### src/rtl/sfs_pkg.sv
package sfs_pkg;
  localparam int SLOTS  = 18;
  localparam int SLOT_W = $clog2(SLOTS);
  localparam int SP_REG = 29;
  localparam int ARG_SLOTS = 4;

  typedef enum logic [1:0] {ST_IDLE, ST_SPRD, ST_XFER, ST_SPWR} state_t;

  // register carried by each transfer slot, in issue order
  function automatic logic [4:0] slot_reg(input logic [SLOT_W-1:0] s);
    logic [4:0] r;
    if (s < 5'd4)        r = 5'(5'd4 + s);          // ascending arguments r4..r7
    else if (s == 5'd4)  r = 5'd31;
    else if (s == 5'd5)  r = 5'd30;
    else if (s < 5'd12)  r = 5'(5'd29 - s);         // r23 .. r18
    else if (s == 5'd12) r = 5'd17;
    else if (s == 5'd13) r = 5'd16;
    else                 r = 5'(5'd21 - s);         // r7 .. r4 descending
    return r;
  endfunction

  function automatic logic [2:0] arg_count(input logic [3:0] a);
    logic [2:0] n;
    case (a)
      4'd4, 4'd5, 4'd6, 4'd7:   n = 3'd1;
      4'd8, 4'd9, 4'd10:        n = 3'd2;
      4'd12, 4'd13:             n = 3'd3;
      4'd14:                    n = 3'd4;
      default:                  n = 3'd0;
    endcase
    return n;
  endfunction

  function automatic logic [2:0] static_count(input logic [3:0] a);
    logic [2:0] n;
    case (a)
      4'd1, 4'd5, 4'd9, 4'd13:  n = 3'd1;
      4'd2, 4'd6, 4'd10:        n = 3'd2;
      4'd3, 4'd7:               n = 3'd3;
      4'd11:                    n = 3'd4;
      default:                  n = 3'd0;
    endcase
    return n;
  endfunction
endpackage

### src/rtl/sfs_decode.sv
module sfs_decode
  import sfs_pkg::*;
#(
  parameter int FRAME_W = 11
) (
  input  logic               ext_i,
  input  logic [31:0]        insn_i,
  output logic               save_o,
  output logic               bad_o,
  output logic [SLOTS-1:0]   mask_o,
  output logic [FRAME_W-1:0] frame_o
);
  logic [2:0] ras, xs, nargs, nstat;
  logic [3:0] acode, flo, fhi;

  assign save_o = insn_i[7];
  assign ras    = insn_i[6:4];
  assign flo    = insn_i[3:0];
  assign xs     = ext_i ? insn_i[26:24] : 3'd0;
  assign fhi    = ext_i ? insn_i[23:20] : 4'd0;
  assign acode  = ext_i ? insn_i[19:16] : 4'd0;
  assign bad_o  = (acode == 4'hF);
  assign nargs  = arg_count(acode);
  assign nstat  = static_count(acode);

  always_comb begin
    if (!ext_i && flo == 4'd0) frame_o = FRAME_W'(128);
    else                       frame_o = FRAME_W'({fhi, flo, 3'b000});
  end

  for (genvar g = 0; g < SLOTS; g++) begin : g_slot
    if (g < ARG_SLOTS) begin : g_arg
      assign mask_o[g] = save_o && (3'(g) < nargs);
    end else if (g == 4) begin : g_ra
      assign mask_o[g] = ras[2];
    end else if (g < 12) begin : g_xs
      assign mask_o[g] = (xs >= 3'(12 - g));
    end else if (g == 12) begin : g_s1
      assign mask_o[g] = ras[0];
    end else if (g == 13) begin : g_s0
      assign mask_o[g] = ras[1];
    end else begin : g_stat
      assign mask_o[g] = (3'(g - 14) < nstat);
    end
  end
endmodule

### src/rtl/sfs_pick.sv
module sfs_pick
  import sfs_pkg::*;
(
  input  logic [SLOTS-1:0]  mask_i,
  output logic [SLOT_W-1:0] idx_o,
  output logic [SLOTS-1:0]  rest_o
);
  always_comb begin
    idx_o = '0;
    for (int i = SLOTS - 1; i >= 0; i--)
      if (mask_i[i]) idx_o = SLOT_W'(i);
    rest_o = mask_i & ~(SLOTS'(1) << idx_o);
  end
endmodule

### src/rtl/stack_frame_seq.sv
module stack_frame_seq
  import sfs_pkg::*;
#(
  parameter int XLEN    = 32,
  parameter int FRAME_W = 11
) (
  input  logic            clk,
  input  logic            rst,
  input  logic            start_i,
  input  logic            ext_i,
  input  logic [31:0]     insn_i,
  output logic            busy_o,
  output logic            done_o,
  output logic            error_o,
  output logic [4:0]      rf_raddr_o,
  input  logic [XLEN-1:0] rf_rdata_i,
  output logic            rf_we_o,
  output logic [4:0]      rf_waddr_o,
  output logic [XLEN-1:0] rf_wdata_o,
  output logic            mem_req_o,
  output logic            mem_we_o,
  output logic [XLEN-1:0] mem_addr_o,
  output logic [31:0]     mem_wdata_o,
  input  logic            mem_ack_i,
  input  logic [31:0]     mem_rdata_i
);
  state_t              state_q;
  logic                save_q, bad_q, done_q, err_q;
  logic [SLOTS-1:0]    mask_q;
  logic [FRAME_W-1:0]  frame_q;
  logic [XLEN-1:0]     sp_q, dptr_q;

  logic                dec_save, dec_bad;
  logic [SLOTS-1:0]    dec_mask, rest;
  logic [FRAME_W-1:0]  dec_frame;
  logic [SLOT_W-1:0]   cur;
  logic [4:0]          cur_reg;
  logic                cur_up;
  logic [XLEN-1:0]     addr, new_sp, load_ext;

  sfs_decode #(.FRAME_W(FRAME_W)) u_dec (
    .ext_i(ext_i), .insn_i(insn_i), .save_o(dec_save), .bad_o(dec_bad),
    .mask_o(dec_mask), .frame_o(dec_frame)
  );

  sfs_pick u_pick (.mask_i(mask_q), .idx_o(cur), .rest_o(rest));

  assign cur_reg = slot_reg(cur);
  assign cur_up  = (cur < SLOT_W'(ARG_SLOTS));
  assign addr    = cur_up ? sp_q + XLEN'({cur, 2'b00}) : dptr_q - XLEN'(4);
  assign new_sp  = save_q ? sp_q - XLEN'(frame_q) : sp_q + XLEN'(frame_q);

  if (XLEN > 32) begin : g_sext
    assign load_ext = {{(XLEN-32){mem_rdata_i[31]}}, mem_rdata_i};
  end else begin : g_plain
    assign load_ext = mem_rdata_i[XLEN-1:0];
  end

  assign busy_o      = (state_q != ST_IDLE);
  assign done_o      = done_q;
  assign error_o     = err_q;
  assign mem_req_o   = (state_q == ST_XFER);
  assign mem_we_o    = save_q;
  assign mem_addr_o  = {addr[XLEN-1:2], 2'b00};
  assign mem_wdata_o = rf_rdata_i[31:0];
  assign rf_raddr_o  = (state_q == ST_SPRD) ? 5'(SP_REG) : cur_reg;
  assign rf_we_o     = (state_q == ST_SPWR) ||
                       (state_q == ST_XFER && mem_ack_i && !save_q);
  assign rf_waddr_o  = (state_q == ST_SPWR) ? 5'(SP_REG) : cur_reg;
  assign rf_wdata_o  = (state_q == ST_SPWR) ? new_sp : load_ext;

  always_ff @(posedge clk) begin
    if (rst) begin
      state_q <= ST_IDLE;
      save_q  <= 1'b0;
      bad_q   <= 1'b0;
      mask_q  <= '0;
      frame_q <= '0;
      sp_q    <= '0;
      dptr_q  <= '0;
      done_q  <= 1'b0;
      err_q   <= 1'b0;
    end else begin
      done_q <= 1'b0;
      err_q  <= 1'b0;
      case (state_q)
        ST_IDLE: if (start_i) begin
          save_q  <= dec_save;
          bad_q   <= dec_bad;
          mask_q  <= dec_mask;
          frame_q <= dec_frame;
          state_q <= ST_SPRD;
        end
        ST_SPRD: begin
          sp_q   <= rf_rdata_i;
          dptr_q <= save_q ? rf_rdata_i : rf_rdata_i + XLEN'(frame_q);
          if (bad_q) begin
            state_q <= ST_IDLE;
            done_q  <= 1'b1;
            err_q   <= 1'b1;
          end else if (mask_q == '0) begin
            state_q <= ST_SPWR;
          end else begin
            state_q <= ST_XFER;
          end
        end
        ST_XFER: if (mem_ack_i) begin
          mask_q <= rest;
          if (!cur_up) dptr_q <= dptr_q - XLEN'(4);
          if (rest == '0) state_q <= ST_SPWR;
        end
        default: begin
          state_q <= ST_IDLE;
          done_q  <= 1'b1;
        end
      endcase
    end
  end
endmodule

### config.mk
export PLATFORM = sky130hd
export DESIGN_NAME = stack_frame_seq
export DESIGN_NICKNAME = d
export VERILOG_FILES = /design/src/rtl/sfs_pkg.sv /design/src/rtl/sfs_decode.sv /design/src/rtl/sfs_pick.sv /design/src/rtl/stack_frame_seq.sv
export SDC_FILE = /design/constraint.sdc
export NUM_CORES = 1
export LEC_CHECK = 0
export ABC_CLOCK_PERIOD_IN_PS = 4900
export BUFFER_PORTS_ARGS = -buffer_cell sky130_fd_sc_hd__buf_4
export CORE_MARGIN = 5
export CORE_UTILIZATION = 50
export DETAILED_ROUTE_END_ITERATION = 6
export PLACE_DENSITY = 0.75
export RECOVER_POWER = 50
export SYNTH_ARGS = -nofsm -noshare
export SYNTH_HDL_FRONTEND = slang
export SYNTH_SLANG_ARGS = --single-unit
### constraint.sdc
create_clock -name clk -period 4.9 [get_ports clk]
set_input_delay 0.735 -clock clk [delete_from_list [all_inputs] [get_ports clk]]
set_output_delay 0.735 -clock clk [all_outputs]
set_load 0.02 [all_outputs]
After elaboration in Yosys (flattened, before gate mapping) --
Memory sizes are Yosys's and may differ from the RTL's. Cells that the tools add are included.
Word-level totals: output and inout bits 112, memories 2, memory bits (read-only) 96, bits of input ports 101, register bits after elaboration 99
Operators by class: bitwise operators 3, multiplexer cells 48, $add $sub $neg 8, equality and inequality tests 12, shift-type cells 1, reduce and logical (&&, ||, !) cells 23, $lt $le $gt $ge 17
Memories:
- (name not given) | depth 16, bits a word 3, rd ports 1, clocked after Yosys merged registers in 0, wr ports 0, line sfs_pkg.sv:36 | case (a)
- (name not given) | depth 16, bits a word 3, rd ports 1, clocked after Yosys merged registers in 0, wr ports 0, line sfs_pkg.sv:24 | case (a)
Operators by type and width (count):
- 32-bit two-way mux | 6
- 5-bit two-way mux | 26
- 32-bit by 11-bit adder with 32-bit output | 2
- 32-bit one-hot mux with 2 select lines | 1
- 18-bit logical NOT | 2
- 18-bit two-way mux | 2
- 18-bit one-hot mux with 2 select lines | 1
- 32-bit by 7-bit adder with 32-bit output | 1
- 32-bit by 11-bit subtractor with 32-bit output | 1
- 32-bit by 3-bit subtractor with 32-bit output (second input constant) | 1
- 18-bit AND | 1
- 18-bit NOT | 1
- 1-bit by 5-bit left shift with 18-bit output (first input constant) | 1
- 3-bit greater-or-equal comparator (second input constant) | 4
- 1-bit by 3-bit < comparator with 1-bit output (first input constant) | 4
- 2-bit by 3-bit < comparator with 1-bit output (first input constant) | 4
- 11-bit two-way mux | 1
- 5-bit by 3-bit == test with 1-bit output (second input constant) | 2
- 5-bit by 4-bit == test with 1-bit output (second input constant) | 2
- 5-bit subtractor (first input constant) | 2
- 3-bit AND reduction | 3
- 2-bit two-way mux | 4
- 4-bit two-way mux | 2
- 1-bit logical AND | 7
- other kinds (22) | 31

Depth between registers and ports, before layout --
depth in word-level cells 26, mapped depth 16, mapped depth without buffers 15

Modules after synthesis --
A second synthesis with hierarchy kept.
Second synthesis, totals: cells, all modules 1462, area total of the unflattened synthesis 10157.2 µm²
Modules (own cells, without submodules):
- stack_frame_seq | cells an instance 1353, sequential area each 1941.9 µm², area an instance 9466.6 µm², times used 1
- sfs_pick | cells an instance 65, sequential area each 0.0 µm², area an instance 416.6 µm², times used 1
- sfs_decode | cells an instance 44, sequential area each 0.0 µm², area an instance 274.0 µm², times used 1

Worst setup path before layout --
No wires, ideal clock.
kind flip-flop to output port, from register save_q, in the netlist mem_we_o, to output rf_wdata_o[20], cell stages (with the launch flop) 15, setup slack 0.399 ns, arrival 3.766 ns, cells stage by stage dfxtp_1 > clkbuf_1 > buf_1 > a21oi_1 > xnor2_1 > ha_1 > a21o_1 > a2111o_1 > o21ai_0 > a31oi_1 > a41o_1 > a21o_1 > a21oi_1 > xor2_1 > o21ai_0
Between the ends: longest elaborated chain between the ends 2
Ends and longest elaborated chain:
- from (decl) | line stack_frame_seq.sv:28 | logic save_q, bad_q, done_q, err_q;
- from (signal assigned) | line stack_frame_seq.sv:88 | save_q <= dec_save;
- 32-bit two-way mux | line stack_frame_seq.sv:51 | assign new_sp = save_q ? sp_q - XLEN'(frame_q) : sp_q + XLEN'(frame_q);
- 32-bit two-way mux | line stack_frame_seq.sv:70 | assign rf_wdata_o = (state_q == ST_SPWR) ? new_sp : load_ext;
- to (decl) | line stack_frame_seq.sv:19 | output logic [XLEN-1:0] rf_wdata_o,
No other way between the ends.

Final worst setup path --
from register frame_q[5], to output rf_wdata_o[29]
Between the ends: longest elaborated chain between the ends 3, elaborated cells between the ends (all ways) 4, classes of those cells add/sub: 2; mux: 2
Ends and longest elaborated chain:
- from (decl) | line stack_frame_seq.sv:30 | logic [FRAME_W-1:0] frame_q;
- from (signal assigned) | line stack_frame_seq.sv:91 | frame_q <= dec_frame;
- 32-bit by 11-bit adder with 32-bit output / 32-bit by 11-bit subtractor with 32-bit output (equally long branches) | line stack_frame_seq.sv:51
- 32-bit two-way mux (*) | line stack_frame_seq.sv:51
- 32-bit two-way mux (*) | line stack_frame_seq.sv:70
Every way passes the cells marked *; elsewhere a longest branch is shown, timed or not.

==> impl_metrics.env <==
export IMPL_finalPower_uw=7439
export IMPL_grt_pass1_wl_mm=44.80
export IMPL_rr_worst_depth=8
export IMPL_grt_busiest_layer="met2"
export IMPL_grt_use_met1=0.3641
export IMPL_grtUsageTotal=0.2712
export IMPL_synth_top_area_frac=0.2162
export IMPL_grt_overflow_total=0
export IMPL_crit_arrival_ns=4.02
export IMPL_comb_power_share=0.729
export IMPL_die_w_um=141.9
export IMPL_status="complete, but fails checks"
export IMPL_cts_inserted_buffers=9
export IMPL_io_pins=213
export IMPL_slew_headroom=-0.3561
export IMPL_drc=0
export IMPL_worst_hold_path_endpoint="sp_q[1]"
export IMPL_drt_total_wl_mm=28.60
export IMPL_failed_checks="max-capacitance violations, max-slew violations"
export IMPL_synthTopCellsByCount="223 x nand2_1, 125 x a21oi_1, 104 x nor2_1"
export IMPL_gp_congestion=0.9634
export IMPL_min_path_cells=2
export IMPL_power_density_nw_per_um2=710.1
export IMPL_cap_violations=1
export IMPL_coreArea_um2=17180
export IMPL_critPathRequiredTime_ns=4.16
export IMPL_drt_pre_antenna_iters=5
export IMPL_period_share=0.9707
export IMPL_clock_skew_final_ns=0.007821
export IMPL_nets=1545
export IMPL_netlist_instances=1253
export IMPL_timing_rr_end="dptr_q[9]"
export IMPL_hold_path_class="reg2reg"
export IMPL_grtUsageMet2=0.4478
export IMPL_grt_pass1_vias=8757
export IMPL_peakVddDrop_v=0.0003985
export IMPL_ant_nets=0
export IMPL_path_class="reg2out"
export IMPL_power_frac_seq=0.164
export IMPL_p_leak_uw=0.004463
export IMPL_ys_ff_latch=94
export IMPL_hold_viol=0
export IMPL_internal_power_uw=3560
export IMPL_dp_hpwl_mm=21.73
export IMPL_synth_top_area_cell="dfxtp_1"
export IMPL_min_from="sp_q[1]"
export IMPL_fp_row_count=48
export IMPL_cp_start_kind="flop"
export IMPL_synth_warnings=0
export IMPL_dr_first_iter_drc_count=812
export IMPL_crit_fanout=6
export IMPL_met3_usage=0.04805
export IMPL_async_reset_ff_frac=0
export IMPL_avgSynthCellArea_um2=6.946
export IMPL_drive_gt1_frac=0.1766
export IMPL_dieArea_um2=20150
export IMPL_drv_slew=95
export IMPL_rsz0062_at_grt="true"
export IMPL_synth_area_leaders="dfxtp_1 22%, nand2_1 9.6%, a21oi_1 7.2%, ha_1 6.9%, xnor2_1 6.5%"
export IMPL_clockPowerShare=0.107
export IMPL_setup_violations=0
export IMPL_switching_share=0.5214
export IMPL_start_util=0.5067
export IMPL_routed_via_density=5.817
export IMPL_grt_max_degree=95
export IMPL_ys_flop_type="dfxtp_1"
export IMPL_fmaxAchievable_ghz=0.2102
export IMPL_diodes=0
export IMPL_syn_to_final_growth_pct=20.36
export IMPL_wl_per_cell_um=17.61
export IMPL_utilization=0.6098
export IMPL_fin_crit_ns=4.756
export IMPL_rrSetupSlack_ns=1.47
export IMPL_crit_path_end_kind="output port"
export IMPL_tritoncts="yes"
export IMPL_synthDistinctLibCells=75
export IMPL_clock_sinks=94
export IMPL_yosysMostFrequentCell="nand2_1"
export IMPL_portBuffers=197
export IMPL_cts_max_level=3
export IMPL_rr_startpoint="state_q[1]"
export IMPL_syn_area_um2=8703
export IMPL_dr_total_vias=9447
export IMPL_synth_seq_area_share=0.2162
export IMPL_synth_edff_count=0
export IMPL_worst_slew_pin_slew_ns=2.034
export IMPL_clock_path_buffers=2
export IMPL_antenna_found_initial=0
export IMPL_clk_pin_slew_worst_paths_ns=0.07
export IMPL_cts_root_buf="clkbuf_16"
export IMPL_power_switching_uw=3879
export IMPL_insertion_delay_ns=0.36
export IMPL_die_height_um=141.9
[stage by stage]
| step | setup WS, ns | cell area (um2) | instances | hold slack (ns) | TNS (ns) |
|---|---|---|---|---|---|
| after CTS | 0.004315 | 10530 | 1619 | 0.4664 | 0 |
| final | 0.1436 | 10480 | 1624 | 0.4606 | 0 |
| after detailed placement | 0.2419 | 10190 | 1603 | 0.4569 | 0 |
| after global placement | 0.3080 | 10190 | 1603 | 0.4474 | 0 |
| after floorplan | 0.3991 | 8707 | 1254 | 0.4338 | 0 |
| after global routing | -0.05778 | 10480 | 1624 | 0.4994 | -0.1853 |
[registers in the layout, indices dropped and copies added, names as in the netlist]
name	flops
bad_q	1
error_o	1
done_o	1
state_q	2
frame_q	8
mem_we_o	1
sp_q	32
dptr_q	30
mask_q	18
[area by class of cell]
cell class	count	area [um2]
Clock buffer	10	229.0
Clock inverter	6	92.59
Fill cell	1692	6701
Inverter	30	112.6
Multi-Input combinational cell	1029	6297
Sequential cell	94	1884
Tap cell	225	281.5
Timing Repair Buffer	230	1578
[power groups by stage]
stage / clock network [uW] / registers, uW / logic (uW)
6_report: 793 / 1220 / 5420
2_1_floorplan: 0 / 1110 / 3700
4_1_cts: 800 / 1210 / 5360
3_3_place_gp: 0 / 1220 / 5280
5_1_grt: 831 / 1250 / 5900
3_5_place_dp: 0 / 1220 / 5320
[cell usage in the layout (no fill, tap or decap), types with 10 or more instances in the layout]
cell type,instances
xnor2_1,65
a21o_1,17
clkbuf_1,40
a211oi_1,13
nand3_1,29
nand2_1,221
and3_1,15
or3_1,15
inv_1,28
buf_4,190
nor3_1,37
xor2_1,45
ha_1,47
dfxtp_1,92
nor2_1,103
nand4_1,12
a31oi_1,10
o21ai_0,94
a21oi_1,121
[kinds of logic after synthesis]
logic type               after synthesis  synth area share
AND/OR/NAND/NOR                      505            0.2680
AO/OA/AOI/OAI                        354            0.2491
buffers and inverters                131           0.07217
XOR/XNOR                             110            0.1107
flip-flops                            94            0.2162
adder cells (fa/ha/maj)               50           0.07361
multiplexers                           8          0.009776
other                                  1         0.0004309
[worst max-delay path by stage]
stage | start | to | slack (ns) | cells past startpoint
after CTS | frame_q[5] | rf_wdata_o[20] | 0.004 | 14
after detailed placement | frame_q[5] | rf_wdata_o[29] | 0.24 | 15
after floorplan | mem_we_o | rf_wdata_o[20] | 0.40 | 14
after global routing | frame_q[5] | rf_wdata_o[31] | -0.06 | 16
after global placement | frame_q[5] | rf_wdata_o[31] | 0.31 | 15
final | frame_q[5] | rf_wdata_o[29] | 0.14 | 15
[critical path, stage by stage, from the launching register on]
cell and delay, ns:
dfxtp_2 0.35, or3_1 0.40, or3_4 0.37, nor3_4 0.20, buf_4 0.15, a21o_1 0.15, ha_2 0.32, a221o_1 0.34
a31oi_1 0.21, o21ai_2 0.10, o2111ai_2 0.27, o211ai_1 0.16, a21oi_1 0.19, xor2_1 0.16, o21ai_0 0.09, buf_4 0.21
[layer usage]
metal | share of wire | up-vias
li1 | - | 4676
met1 | 0.43 | 4358
met5 | 0 | -
met4 | 0.022 | 0
met2 | 0.46 | 363
met3 | 0.083 | 50
[repair_timing]
| item | 4_1_cts | 5_1_grt |
|---|---|---|
| endpoints found under the setup margin | 7 | 16 |
| pin swaps | 0 | 13 |
| gates resized for setup | 5 | 20 |
| setup buffers | 0 | 5 |
| hold buffers | 0 | 0 |
(Power assumes the default switching activity.)
